$ cat config.mk
export PLATFORM = sky130hd
export DESIGN_NAME = rdprot_gate
export DESIGN_NICKNAME = d
export VERILOG_FILES = /design/src/rtl/rdprot_pkg.sv /design/src/rtl/rdprot_boot_ctl.sv /design/src/rtl/rdprot_erase_trk.sv /design/src/rtl/rdprot_resp.sv /design/src/rtl/rdprot_dbg_gate.sv /design/src/rtl/rdprot_gate.sv
export SDC_FILE = /design/constraint.sdc
export NUM_CORES = 1
export LEC_CHECK = 0
export CORE_UTILIZATION = 40
export CTS_CLUSTER_DIAMETER = 100
export DETAILED_ROUTE_END_ITERATION = 12
export GPL_TIMING_DRIVEN = 0
export MAX_ROUTING_LAYER = met4
export PLACE_DENSITY_LB_ADDON = 0.08
export SYNTH_ARGS = -nofsm -noshare
export SYNTH_HDL_FRONTEND = slang
export SYNTH_SLANG_ARGS = --single-unit
$ cat constraint.sdc
create_clock -name clk -period 2.1 [get_ports clk]
set_clock_uncertainty 0.15 [all_clocks]
set_input_delay 0.42 -clock clk [delete_from_list [all_inputs] [get_ports clk]]
set_output_delay 0.42 -clock clk [all_outputs]
set_load 0.02 [all_outputs]
$ cat src/rtl/rdprot_pkg.sv
package rdprot_pkg;

  typedef enum logic [2:0] {
    K_IDENT = 3'd0,
    K_READ  = 3'd1,
    K_WRITE = 3'd2,
    K_ERASE = 3'd3,
    K_EXEC  = 3'd4,
    K_BLANK = 3'd5,
    K_CMP   = 3'd6,
    K_OTHER = 3'd7
  } kind_e;

  typedef enum logic [1:0] {
    RG_NONE  = 2'd0,
    RG_RAM   = 2'd1,
    RG_FLASH = 2'd2,
    RG_RSVD  = 2'd3
  } region_e;

  typedef enum logic [1:0] {
    ST_IDLE   = 2'd0,
    ST_OK     = 2'd1,
    ST_DENY   = 2'd2,
    ST_BADARG = 2'd3
  } status_e;

  // sector range is well formed for an array of n sectors
  function automatic logic range_ok(int unsigned lo, int unsigned hi, int unsigned n);
    return (lo <= hi) && (hi < n);
  endfunction

  // range spans the whole user area
  function automatic logic range_full(int unsigned lo, int unsigned hi, int unsigned n);
    return (lo == 0) && (hi == n - 1);
  endfunction

  // verdict on one command
  function automatic status_e decide(logic prot, kind_e k, region_e r,
                                     int unsigned lo, int unsigned hi, int unsigned n);
    if (k == K_ERASE) return range_ok(lo, hi, n) ? ST_OK : ST_BADARG;
    if (!prot) return ST_OK;
    if (k == K_IDENT || r == RG_NONE) return ST_OK;
    return ST_DENY;
  endfunction

endpackage

$ cat src/rtl/rdprot_boot_ctl.sv
module rdprot_boot_ctl (
  input  logic clk,
  input  logic rst_n,
  input  logic boot_prot_en,
  input  logic clear_evt,
  output logic loaded,
  output logic prot
);

  always_ff @(posedge clk or negedge rst_n) begin
    if (!rst_n) begin
      loaded <= 1'b0;
      prot   <= 1'b1;
    end else if (!loaded) begin
      loaded <= 1'b1;
      prot   <= boot_prot_en;
    end else if (clear_evt) begin
      prot   <= 1'b0;
    end
  end

endmodule

$ cat src/rtl/rdprot_erase_trk.sv
module rdprot_erase_trk #(
  parameter int NUM_SECT = 16,
  parameter int SECT_W   = 4
) (
  input  logic              clk,
  input  logic              rst_n,
  input  logic              start,
  input  logic [SECT_W-1:0] lo,
  input  logic [SECT_W-1:0] hi,
  input  logic              fl_done,
  input  logic              fl_abort,
  output logic              busy,
  output logic              full,
  output logic [SECT_W-1:0] lo_q,
  output logic [SECT_W-1:0] hi_q,
  output logic              finish_evt,
  output logic              clear_evt
);
  import rdprot_pkg::*;

  assign finish_evt = busy & (fl_done | fl_abort);
  assign clear_evt  = busy & full & fl_done & ~fl_abort;

  always_ff @(posedge clk or negedge rst_n) begin
    if (!rst_n) begin
      busy <= 1'b0;
      full <= 1'b0;
      lo_q <= '0;
      hi_q <= '0;
    end else if (start) begin
      busy <= 1'b1;
      full <= range_full(int'(lo), int'(hi), NUM_SECT);
      lo_q <= lo;
      hi_q <= hi;
    end else if (finish_evt) begin
      busy <= 1'b0;
      full <= 1'b0;
    end
  end

endmodule

$ cat src/rtl/rdprot_resp.sv
module rdprot_resp (
  input  logic                clk,
  input  logic                rst_n,
  input  logic                fire,
  input  rdprot_pkg::status_e verdict,
  output logic                resp_valid,
  output logic                resp_grant,
  output logic [1:0]          resp_status
);
  import rdprot_pkg::*;

  always_ff @(posedge clk or negedge rst_n) begin
    if (!rst_n) begin
      resp_valid  <= 1'b0;
      resp_grant  <= 1'b0;
      resp_status <= ST_IDLE;
    end else begin
      resp_valid  <= fire;
      resp_grant  <= fire && (verdict == ST_OK);
      resp_status <= fire ? verdict : ST_IDLE;
    end
  end

endmodule

$ cat src/rtl/rdprot_dbg_gate.sv
module rdprot_dbg_gate (
  input  logic clk,
  input  logic rst_n,
  input  logic loaded,
  input  logic prot,
  input  logic dbg_req,
  output logic dbg_enable,
  output logic dbg_gnt
);

  assign dbg_enable = loaded & ~prot;

  always_ff @(posedge clk or negedge rst_n) begin
    if (!rst_n) dbg_gnt <= 1'b0;
    else        dbg_gnt <= dbg_req & dbg_enable;
  end

endmodule

$ cat src/rtl/rdprot_gate.sv
module rdprot_gate #(
  parameter int  NUM_SECT = 16,
  localparam int SECT_W   = (NUM_SECT > 1) ? $clog2(NUM_SECT) : 1
) (
  input  logic              clk,
  input  logic              rst_n,
  input  logic              boot_prot_en,
  input  logic              dbg_req,
  output logic              dbg_enable,
  output logic              dbg_gnt,
  input  logic              cmd_valid,
  output logic              cmd_ready,
  input  logic [2:0]        cmd_kind,
  input  logic [1:0]        cmd_region,
  input  logic [SECT_W-1:0] cmd_sect_lo,
  input  logic [SECT_W-1:0] cmd_sect_hi,
  output logic              resp_valid,
  output logic              resp_grant,
  output logic [1:0]        resp_status,
  output logic              erase_req,
  output logic              erase_full,
  output logic [SECT_W-1:0] erase_lo,
  output logic [SECT_W-1:0] erase_hi,
  input  logic              fl_done,
  input  logic              fl_abort,
  output logic              prot_active
);
  import rdprot_pkg::*;

  // named internal events
  logic    loaded;
  logic    prot;
  logic    busy;
  logic    cmd_fire;
  logic    erase_start;
  logic    erase_finish;
  logic    prot_clear_evt;
  status_e verdict;

  assign cmd_ready   = loaded & ~busy;
  assign cmd_fire    = cmd_valid & cmd_ready;
  assign verdict     = decide(prot, kind_e'(cmd_kind), region_e'(cmd_region),
                              int'(cmd_sect_lo), int'(cmd_sect_hi), NUM_SECT);
  assign erase_start = cmd_fire && (kind_e'(cmd_kind) == K_ERASE) && (verdict == ST_OK);
  assign erase_req   = busy;
  assign prot_active = prot;

  rdprot_boot_ctl u_boot (
    .clk          (clk),
    .rst_n        (rst_n),
    .boot_prot_en (boot_prot_en),
    .clear_evt    (prot_clear_evt),
    .loaded       (loaded),
    .prot         (prot)
  );

  rdprot_erase_trk #(.NUM_SECT(NUM_SECT), .SECT_W(SECT_W)) u_erase (
    .clk        (clk),
    .rst_n      (rst_n),
    .start      (erase_start),
    .lo         (cmd_sect_lo),
    .hi         (cmd_sect_hi),
    .fl_done    (fl_done),
    .fl_abort   (fl_abort),
    .busy       (busy),
    .full       (erase_full),
    .lo_q       (erase_lo),
    .hi_q       (erase_hi),
    .finish_evt (erase_finish),
    .clear_evt  (prot_clear_evt)
  );

  rdprot_resp u_resp (
    .clk         (clk),
    .rst_n       (rst_n),
    .fire        (cmd_fire),
    .verdict     (verdict),
    .resp_valid  (resp_valid),
    .resp_grant  (resp_grant),
    .resp_status (resp_status)
  );

  rdprot_dbg_gate u_dbg (
    .clk        (clk),
    .rst_n      (rst_n),
    .loaded     (loaded),
    .prot       (prot),
    .dbg_req    (dbg_req),
    .dbg_enable (dbg_enable),
    .dbg_gnt    (dbg_gnt)
  );

endmodule

==> results of run 1 <==
[cells by family (layout without fill, tap and decap cells)]
family / after synthesis / after routing
xor+xnor: 1 / 1
flops: 17 / 17
buf+inv: 7 / 51
mux: 9 / 9
other cells: 1 / 1
fa+ha+maj: 4 / 4
simple gates: 20 / 20
compound gates: 8 / 8
[flip-flops by register name (all words and copies together) (netlist names)]
signal / cells
u_erase.lo_q: 4
u_boot.prot: 1
u_resp.resp_status: 2
u_boot.loaded: 1
u_erase.busy: 1
u_dbg.dbg_gnt: 1
u_erase.full: 1
u_resp.resp_valid: 1
u_erase.hi_q: 4
u_resp.resp_grant: 1
[worst register-to-register path, delay by kind of cell, from the launching register on]
family | cells | cell delay [ns]
flip-flops | 1 | 0.45
buffers and inverters | 1 | 0.27
AND/OR/NAND/NOR | 4 | 0.75
multiplexers | 1 | 0.29
[how the worst max path moves through the flow]
stage,from,endpoint,slack [ns],cells after the start
floorplan,u_erase.busy$_DFFE_PN0P_,u_erase.hi_q[0]$_DFFE_PN0P_,0.10,6
global placement,cmd_sect_hi[1],u_erase.lo_q[3]$_DFFE_PN0P_,-0.51,9
detailed placement,cmd_sect_hi[1],u_erase.lo_q[1]$_DFFE_PN0P_,-0.53,9
CTS,cmd_sect_lo[1],u_erase.lo_q[0]$_DFFE_PN0P_,0.02,8
global route,cmd_sect_lo[1],u_erase.lo_q[1]$_DFFE_PN0P_,-0.02,8
finish,cmd_sect_lo[1],u_erase.lo_q[1]$_DFFE_PN0P_,0.03,8
[what timing repair did]
| action | CTS | global route |
|---|---|---|
| pin swaps | 3 | 2 |
| resized for setup | 9 | 8 |
| cloned | 1 | 0 |
| setup endpoints to repair | 10 | 9 |
| setup buffers | 2 | 0 |
[per-stage QoR]
stage | TNS [ns] | setup slack [ns] | std cells | cell area [um2]
detailed placement | -5.02 | -0.530 | 131 | 1250
finish | 0 | 0.0281 | 138 | 1350
global route | -0.0585 | -0.0214 | 138 | 1350
global placement | -4.80 | -0.514 | 131 | 1250
CTS | 0 | 0.0173 | 138 | 1320
floorplan | 0 | 0.104 | 67 | 848
[final cells by class]
| type | instances | share of cell area, % |
|---|---|---|
| Inverter | 6 | 1.67 |
| Clock inverter | 1 | 0.372 |
| Buffer | 1 | 1.49 |
| Sequential cell | 17 | 31.7 |
| Tap cell | 27 | 2.51 |
| Clock buffer | 3 | 1.67 |
| Multi-Input combinational cell | 43 | 30.0 |
| Timing Repair Buffer | 40 | 30.6 |
[power breakdown]
group	internal (mW)	leakage, nW	switching [mW]	total (mW)
Clock	0.0709	0.0177	0.103	0.174
Combinational	0.189	0.388	0.134	0.324
Sequential	0.376	0.218	0.0264	0.403
Total	0.636	0.624	0.264	0.900
[cells in the final DEF (no fill, tap or decap), drive strengths merged]
master / Yosys / layout
o31a: 1 / 1
nor3b: 1 / 1
or2: 1 / 1
mux2i: 1 / 1
clkdlybuf4s15: 0 / 1
clkdlybuf4s50: 0 / 28
bufbuf: 0 / 1
nand3: 1 / 1
nand4b: 1 / 1
dfstp: 1 / 1
dlymetal6s2s: 0 / 1
o21bai: 1 / 1
xor2: 1 / 1
dfrtp: 16 / 16
o2bb2ai: 1 / 1
clkinv: 0 / 1
inv: 6 / 6
o21ai: 2 / 2
or3: 1 / 1
mux2: 8 / 8
ha: 4 / 4
o22ai: 1 / 1
nor2: 1 / 1
and2: 2 / 2
nand2: 6 / 6
o221ai: 1 / 1
dlygate4sd2: 0 / 6
clkbuf: 0 / 4
nor2b: 4 / 4
a21oi: 1 / 1
nand4: 1 / 1
buf: 1 / 3
nor3: 1 / 1
conb: 1 / 1
[per-layer routing]
layer	track usage [%]	part of all wire (%)	up-vias
met2	27.8	52	22
met3	5.66	4.7	2
met5	-	0	-
met1	20.1	42	321
li1	-	-	319
met4	5.00	0.82	0
==> out/summary.json, run 1 <==
{
  "minimum_setup_slack_among_reg_to_reg_paths_ns": 0.10,
  "area.growth.synth_to_final_pct": 58.7,
  "ant_nets": 0,
  "numClockSinks": 17,
  "finalPower_mw": 0.900,
  "floorplan.initialDensity_pct": 42.8,
  "drt-pass1-iter-count": 4,
  "holdBufCountCts": 0,
  "timing.critical_path.cells": "clkdlybuf4s15_1, ha_1, nor2b_1, o21bai_1, o2bb2ai_2, nor2b_4, bufbuf_16, mux2_4",
  "cp-end-kind": "register",
  "die_height_um": 48.1,
  "ir_drop_uv": 422,
  "finalCritPeriodShare_pct": 98.7,
  "timing.final.max_slew_violations": 0,
  "cp_data_arrival_time_ns": 2.11,
  "powerDensity_mw_per_mm2": 668,
  "path_delay_family": "buffers and inverters",
  "timing.hold.worst.class": "input pin to register",
  "io-pin-count": 38,
  "grt_pass1_wl_um": 2550,
  "holdCritStartpoint": "cmd_sect_hi[1]",
  "worst-setup-path-type": "input pin to register",
  "clock_tree.htree_level_count": 1,
  "postSynthCellCount": 67,
  "place.detailed.hpwl_um": 1200,
  "status": "complete, no violations",
  "synth.largest_area_cell": "sky130_fd_sc_hd__dfrtp_1",
  "die_w_um": 48.1,
  "power.leakage_nw": 0.624,
  "cts-buffers-inserted": 3,
  "place.gp.congestion": 0.686,
  "wl_per_cell_um": 12.4,
  "post_synth_most_frequent_cells": "16 x sky130_fd_sc_hd__dfrtp_1, 8 x sky130_fd_sc_hd__mux2_4, 6 x sky130_fd_sc_hd__inv_1, 5 x sky130_fd_sc_hd__nand2_1, 4 x sky130_fd_sc_hd__ha_1",
  "postSynthAreaPerCell_um2": 12.7,
  "synth.mux.area_fraction_pct": 15.3,
  "cpMaxStageDelayCell": "sky130_fd_sc_hd__ha_1",
  "grt_pass1_vias": 594,
  "timing_worst_slew_pin_value_ns": 0.731,
  "regToRegStartpoint": "u_erase.busy$_DFFE_PN0P_",
  "nFillCells": 153,
  "detailedRoute.firstIterationViolations": 6,
  "max-slew-margin-rel_pct": 51.1,
  "syn_area_um2": 848,
  "timing_hold_violations_final": 0,
  "cp_data_required_time_ns": 2.14,
  "placement.io_buffers": 37,
  "cts_max_path_buffers": 2,
  "yosys.area_share.adder_pct": 5.90,
  "globalRouteOverflowTotal": 0,
  "yosysMostFrequentCell": "sky130_fd_sc_hd__dfrtp_1",
  "track_usage_pct": 17.1,
  "synth.top_cells.by_area": "sky130_fd_sc_hd__dfrtp_1 47%, sky130_fd_sc_hd__mux2_4 14%, sky130_fd_sc_hd__ha_1 5.9%",
  "holdPathStages": 2,
  "max_clock_freq_mhz": 483,
  "synth_enable_flop_cells": 0,
  "whs_endpoint": "u_erase.hi_q[1]$_DFFE_PN0P_",
  "synth_compound_area_share_pct": 6.49,
  "cts_tree": "built",
  "die_footprint_mm2": 0.00231,
  "synth-simple-area-share_pct": 15.5,
  "cts.reportedPaths.clkPinSlew_ns": 0.10,
  "synth.yosys.seq_area_share_pct": 50.3,
  "final_layout_size_suffix_gt1_share_pct": 23.4,
  "area.sequential_um2": 427,
  "antenna_violations_before_repair": 0,
  "path_max_fanout": 5,
  "worstReg2RegEnd": "u_erase.lo_q[1]$_DFFE_PN0P_",
  "syn_nets": 91,
  "maxCapViolations": 0,
  "drc": 0,
  "synth_top_family_by_area": "simple AND/OR/NAND/NOR gates",
  "postSynthRegisterBits": 17,
  "synth_top_area_share_pct": 47.2,
  "route.final.wire_length_um": 1710,
  "core_region_area_mm2": 0.00198,
  "row_count": 16,
  "fin_nets": 136,
  "worst_hold_slack_ns": 0.237,
  "dominantRegCellSynth": "sky130_fd_sc_hd__dfrtp_1",
  "grt_start_max_net_pins": 18,
  "drt-vias-per-instance": 4.81,
  "min_period_ns": 2.07,
  "synthXorXnorAreaFrac_pct": 1.03,
  "yosys.cell_types.count": 29,
  "start_kind": "input pin",
  "setup-violations-final": 0,
  "final_core_utilization_pct": 67.9,
  "worst_skew_pair.late_latency_ns": 0.29,
  "yosys_warnings": 0,
  "cell_depth_of_the_worst_flop_to_flop_path": 6,
  "crit_buf_inv": 2,
  "antenna_cells": 0,
  "slowest_delay_ns": 0.30,
  "clockRootBuffer": "sky130_fd_sc_hd__clkbuf_4",
  "multi_input_comb_area_um2": 404,
  "ys_async_sr_fraction_pct": 100,
  "num_vias": 664
}
Power figures use the tool's default switching activity.
==> inputs of run 2 (changes only) <==
HOLD_SLACK_MARGIN = 0.08   (was default)
==> results of run 2 <==
Same layout as run 1: the final DEF is identical, and so are final timing and power.
==> inputs of run 3 (changes only) <==
CORE_ASPECT_RATIO = 2   (was default)
CORE_UTILIZATION = 30   (was 40)
SYNTH_HIERARCHICAL = 1   (was default)
==> run 3 against run 2 <==
  * Sequential cell count unchanged
  * Clock power rose by 41%
  * Critical path depth down 7
  * Largest power group unchanged
  * Largest cell class is now sequential cells
  * Die area up 30%
  * Hold slack better by 0.10 ns
  * Via count is 1.7% higher
==> out/summary.json, run 3 <==
{
  "status": "complete, no violations",
  "cp-end-kind": "output pin",
  "path_max_fanout": {"value": 5, "change": "unchanged"},
  "max-slew-margin-rel": {"value": 48.1, "unit": "%", "change": "-3.0 points"},
  "tns": {"value": 0, "unit": "ns", "change": "unchanged"},
  "antenna_cells": {"value": 0, "change": "unchanged"},
  "numClockSinks": {"value": 17, "change": "unchanged"},
  "setup-violations-final": {"value": 0, "change": "unchanged"},
  "syn_area": {"value": 831, "unit": "um2", "change": "-2.1%"},
  "synth_compound_area_share": {"value": 10.2, "unit": "%", "change": "+3.8 points"},
  "antenna_violations_before_repair": {"value": 0, "change": "unchanged"},
  "cp_data_arrival_time": {"value": 1.44, "unit": "ns", "change": "-0.67 ns"},
  "track_usage": {"value": 15.4, "unit": "%", "change": "-1.7 points"},
  "drt-vias-per-instance": {"value": 4.82, "change": "+0.20%"},
  "place.gp.congestion": {"value": 0.807, "change": "+18%"},
  "synth_top_area_share": {"value": 48.2, "unit": "%", "change": "+1.0 points"},
  "area.growth.synth_to_final_pct": 61.4,
  "wl_per_cell": {"value": 13.9, "unit": "um", "change": "+12%"},
  "route.final.wire_length": {"value": 1940, "unit": "um", "change": "+13%"},
  "clockRootBuffer": "sky130_fd_sc_hd__clkbuf_8",
  "synth_top_family_by_area": "simple AND/OR/NAND/NOR gates",
  "cpMaxStageDelayCell": "sky130_fd_sc_hd__clkdlybuf4s50_1",
  "timing.critical_path.cells": "clkdlybuf4s50_1",
  "synth.largest_area_cell": "sky130_fd_sc_hd__dfrtp_1",
  "met3_usage": {"value": 2.92, "unit": "%", "change": "-2.7 points"},
  "place.detailed.hpwl": {"value": 1410, "unit": "um", "change": "+17%"},
  "post_synth_most_frequent_cells": "16 x sky130_fd_sc_hd__dfrtp_1, 7 x sky130_fd_sc_hd__inv_1, 7 x sky130_fd_sc_hd__mux2_2, 4 x sky130_fd_sc_hd__ha_1, 4 x sky130_fd_sc_hd__nand2b_1",
  "layout_commonest_cell": "sky130_fd_sc_hd__clkdlybuf4s50_1",
  "highest_count_cells_in_the_layout_ignoring_fill_and_taps": "29 x sky130_fd_sc_hd__clkdlybuf4s50_1, 16 x sky130_fd_sc_hd__dfrtp_1, 7 x sky130_fd_sc_hd__mux2_2",
  "postSynthAreaPerCell": {"value": 12.0, "unit": "um2", "change": "-4.9%"},
  "yosys.cell_types.count": {"value": 27, "change": "-6.9%"},
  "worst-setup-path-type": "register to output pin",
  "synth_enable_flop_cells": {"value": 0, "change": "unchanged"},
  "grt_start_max_net_pins": {"value": 18, "change": "unchanged"},
  "drc": {"value": 0, "change": "unchanged"},
  "cts-buffers-inserted": {"value": 3, "change": "unchanged"},
  "ant_nets": {"value": 0, "change": "unchanged"},
  "row_count": {"value": 26, "change": "+10"},
  "grt_pass1_wl": {"value": 3140, "unit": "um", "change": "+23%"},
  "placement.io_buffers": {"value": 37, "change": "unchanged"},
  "grt_pass1_vias": {"value": 718, "change": "+21%"},
  "clock_tree.htree_level_count": {"value": 1, "change": "unchanged"},
  "timing.final.max_slew_violations": {"value": 0, "change": "unchanged"},
  "layout.cells.non_filler": {"value": 140, "change": "+1.4%"},
  "synthXorXnorAreaFrac": {"value": 1.05, "unit": "%", "change": "+0.022 points"},
  "worst_hold_slack": {"value": 0.339, "unit": "ns", "change": "+0.101 ns"},
  "yosys.area_share.adder": {"value": 6.02, "unit": "%", "change": "+0.12 points"},
  "cts.reportedPaths.clkPinSlew": {"value": 0.07, "unit": "ns", "change": "-0.03 ns"},
  "final_layout_size_suffix_gt1_share": {"value": 25.0, "unit": "%", "change": "+1.6 points"},
  "globalRoute.busiestLayer": "met2",
  "rsz0062_at_grt": "no",
  "detailedRoute.firstIterationViolations": {"value": 7, "change": "+1"},
  "ys_async_sr_fraction": {"value": 100, "unit": "%", "change": "unchanged"},
  "timing_hold_violations_final": {"value": 0, "change": "unchanged"},
  "num_vias": {"value": 675, "change": "+1.7%"},
  "powerDensity": {"value": 706, "unit": "mW/mm2", "change": "+5.6%"},
  "die_height": {"value": 76.4, "unit": "um", "change": "+59%"},
  "die_w": {"value": 39.2, "unit": "um", "change": "-18%"},
  "yosysMostFrequentCell": "sky130_fd_sc_hd__dfrtp_1",
  "syn_nets": {"value": 93, "change": "+2.2%"},
  "placed_cells": {"value": 134, "change": "+2.3%"},
  "min_period": {"value": 2.01, "unit": "ns", "change": "-0.0624 ns"},
  "largestRegisters": "u_erase/hi_q: 4 flops, u_erase/lo_q: 4 flops, u_resp/resp_status: 2 flops",
  "finalCritPeriodShare": {"value": 95.7, "unit": "%", "change": "-3.0 points"},
  "synth-simple-area-share": {"value": 16.3, "unit": "%", "change": "+0.78 points"},
  "worst_skew_pair.late_latency": {"value": 0.25, "unit": "ns", "change": "-0.04 ns"},
  "synth.yosys.seq_area_share": {"value": 51.4, "unit": "%", "change": "+1.1 points"},
  "ir_drop": {"value": 500, "unit": "uV", "change": "+19%"},
  "start_kind": "register",
  "postSynthRegisterBits": {"value": 17, "change": "unchanged"},
  "synth.top_cells.by_area": "sky130_fd_sc_hd__dfrtp_1 48%, sky130_fd_sc_hd__mux2_2 9.5%, sky130_fd_sc_hd__ha_1 6.0%",
  "timing_worst_slew_pin_value": {"value": 0.776, "unit": "ns", "change": "+0.0452 ns"},
  "cts_max_path_buffers": {"value": 2, "change": "unchanged"},
  "yosys_warnings": {"value": 6, "change": "+6"},
  "max_clock_freq": {"value": 498, "unit": "MHz", "change": "+3.1%"},
  "slowest_delay": {"value": 0.61, "unit": "ns", "change": "+0.31 ns"},
  "finalPower": {"value": 0.946, "unit": "mW", "change": "+5.2%"},
  "crit_buf_inv": {"value": 1, "change": "-1"},
  "fin_nets": {"value": 137, "change": "+0.74%"},
  "die_footprint": {"value": 0.00300, "unit": "mm2", "change": "+30%"},
  "maxCapViolations": {"value": 0, "change": "unchanged"},
  "globalRouteOverflowTotal": {"value": 0, "change": "unchanged"},
  "floorplan.initialDensity": {"value": 31.9, "unit": "%", "change": "-11 points"},
  "dominantRegCellSynth": "sky130_fd_sc_hd__dfrtp_1",
  "timing.hold.worst.class": "input pin to register",
  "drt-pass1-iter-count": {"value": 2, "change": "-2"},
  "postSynthCellCount": {"value": 69, "change": "+3.0%"},
  "io-pin-count": {"value": 38, "change": "unchanged"},
  "synth.mux.area_fraction": {"value": 10.8, "unit": "%", "change": "-4.5 points"},
  "path_delay_family": "buffers and inverters",
  "core_region_area": {"value": 0.00260, "unit": "mm2", "change": "+31%"},
  "gr-usage-met2": {"value": 25.7, "unit": "%", "change": "-2.2 points"},
  "met1_track_usage_gr": {"value": 15.5, "unit": "%", "change": "-4.6 points"},
  "cp_data_required_time": {"value": 1.53, "unit": "ns", "change": "-0.61 ns"},
  "holdBufCountCts": {"value": 0, "change": "unchanged"},
  "power.leakage": {"value": 0.598, "unit": "nW", "change": "-4.0%"},
  "cts_tree": "built"
}
run 3: cell count changes in the layout (fill, tap and decap cells not counted), moves of 2 or more:
cell / before / now
sky130_fd_sc_hd__a21oi_2: 1 / 3
sky130_fd_sc_hd__mux2_2: 0 / 7
sky130_fd_sc_hd__clkbuf_4: 3 / 0
sky130_fd_sc_hd__nand2_1: 4 / 2
sky130_fd_sc_hd__mux2_4: 8 / 0
sky130_fd_sc_hd__nand3b_1: 0 / 2
sky130_fd_sc_hd__and3b_1: 0 / 2
sky130_fd_sc_hd__o21a_1: 0 / 2
sky130_fd_sc_hd__clkbuf_8: 0 / 3
sky130_fd_sc_hd__nand2b_1: 0 / 4
sky130_fd_sc_hd__nand2_2: 2 / 0
run 3: what timing repair did:
action                                  in CTS  in global routing
resized for setup                           16                  4
gates cloned                                 1                  0
setup buffers                                0                  1
endpoints found under the setup margin      10                  9
pin swaps                                    2                  2
run 3: cells by family (layout without fill, tap and decap cells):
kind of cell    Yosys count  in the layout
fa+ha+maj                 4              4
mux                       8              8
compound gates           11             11
flops                    17             17
xor+xnor                  1              1
buf+inv                   8             51
other cells               1              1
simple gates             19             19
run 3: power breakdown:
| part | switching [mW] | internal (mW) |
|---|---|---|
| Clock | 0.113 | 0.132 |
| Sequential | 0.0238 | 0.377 |
| Combinational | 0.136 | 0.166 |
| Total | 0.272 | 0.674 |
run 3: final timing paths:
path / start / endpoint / slack [ns] / cells past startpoint
setup / recovery: u_boot/prot$_DFFE_PN1P_ / prot_active / 0.09 / 1
hold / removal: cmd_sect_lo[0] / u_erase/lo_q[0]$_DFFE_PN0P_ / 0.34 / 2
setup reg to reg: u_erase/busy$_DFFE_PN0P_ / u_erase/lo_q[1]$_DFFE_PN0P_ / 0.36 / 6
hold reg to reg: u_erase/lo_q[2]$_DFFE_PN0P_ / u_erase/lo_q[2]$_DFFE_PN0P_ / 0.35 / 1
max in group asynchronous: rst_n / u_erase/lo_q[0]$_DFFE_PN0P_ / 0.84 / 1
min in group asynchronous: rst_n / u_erase/hi_q[2]$_DFFE_PN0P_ / 0.47 / 1
run 3: layer usage:
metal,vias up,wire length (um)
li1,322,-
met1,317,643
met2,29,1110
met3,7,116
met4,0,72
met5,-,0
run 3: stage by stage:
stage	worst slack (ns)	cell area, um2	utilization (%)
4_1_cts	0.00368	1330	50.9
6_report	0.0905	1340	51.5
2_1_floorplan	0.188	831	-
5_1_grt	0.0354	1340	51.5
3_5_place_dp	-0.518	1240	47.5
3_3_place_gp	-0.470	1240	47.5
run 3: cell type report:
cell class                 instances  area (um2)
fill                             260        1260
sequential                        17         427
multi-input combinational         44         409
timing repair buffer              39         387
clock buffer                       3        41.3
tap                               28        35.0
inverter                           7        26.3
buffer                             1        11.3
clock inverter                     1        5.00
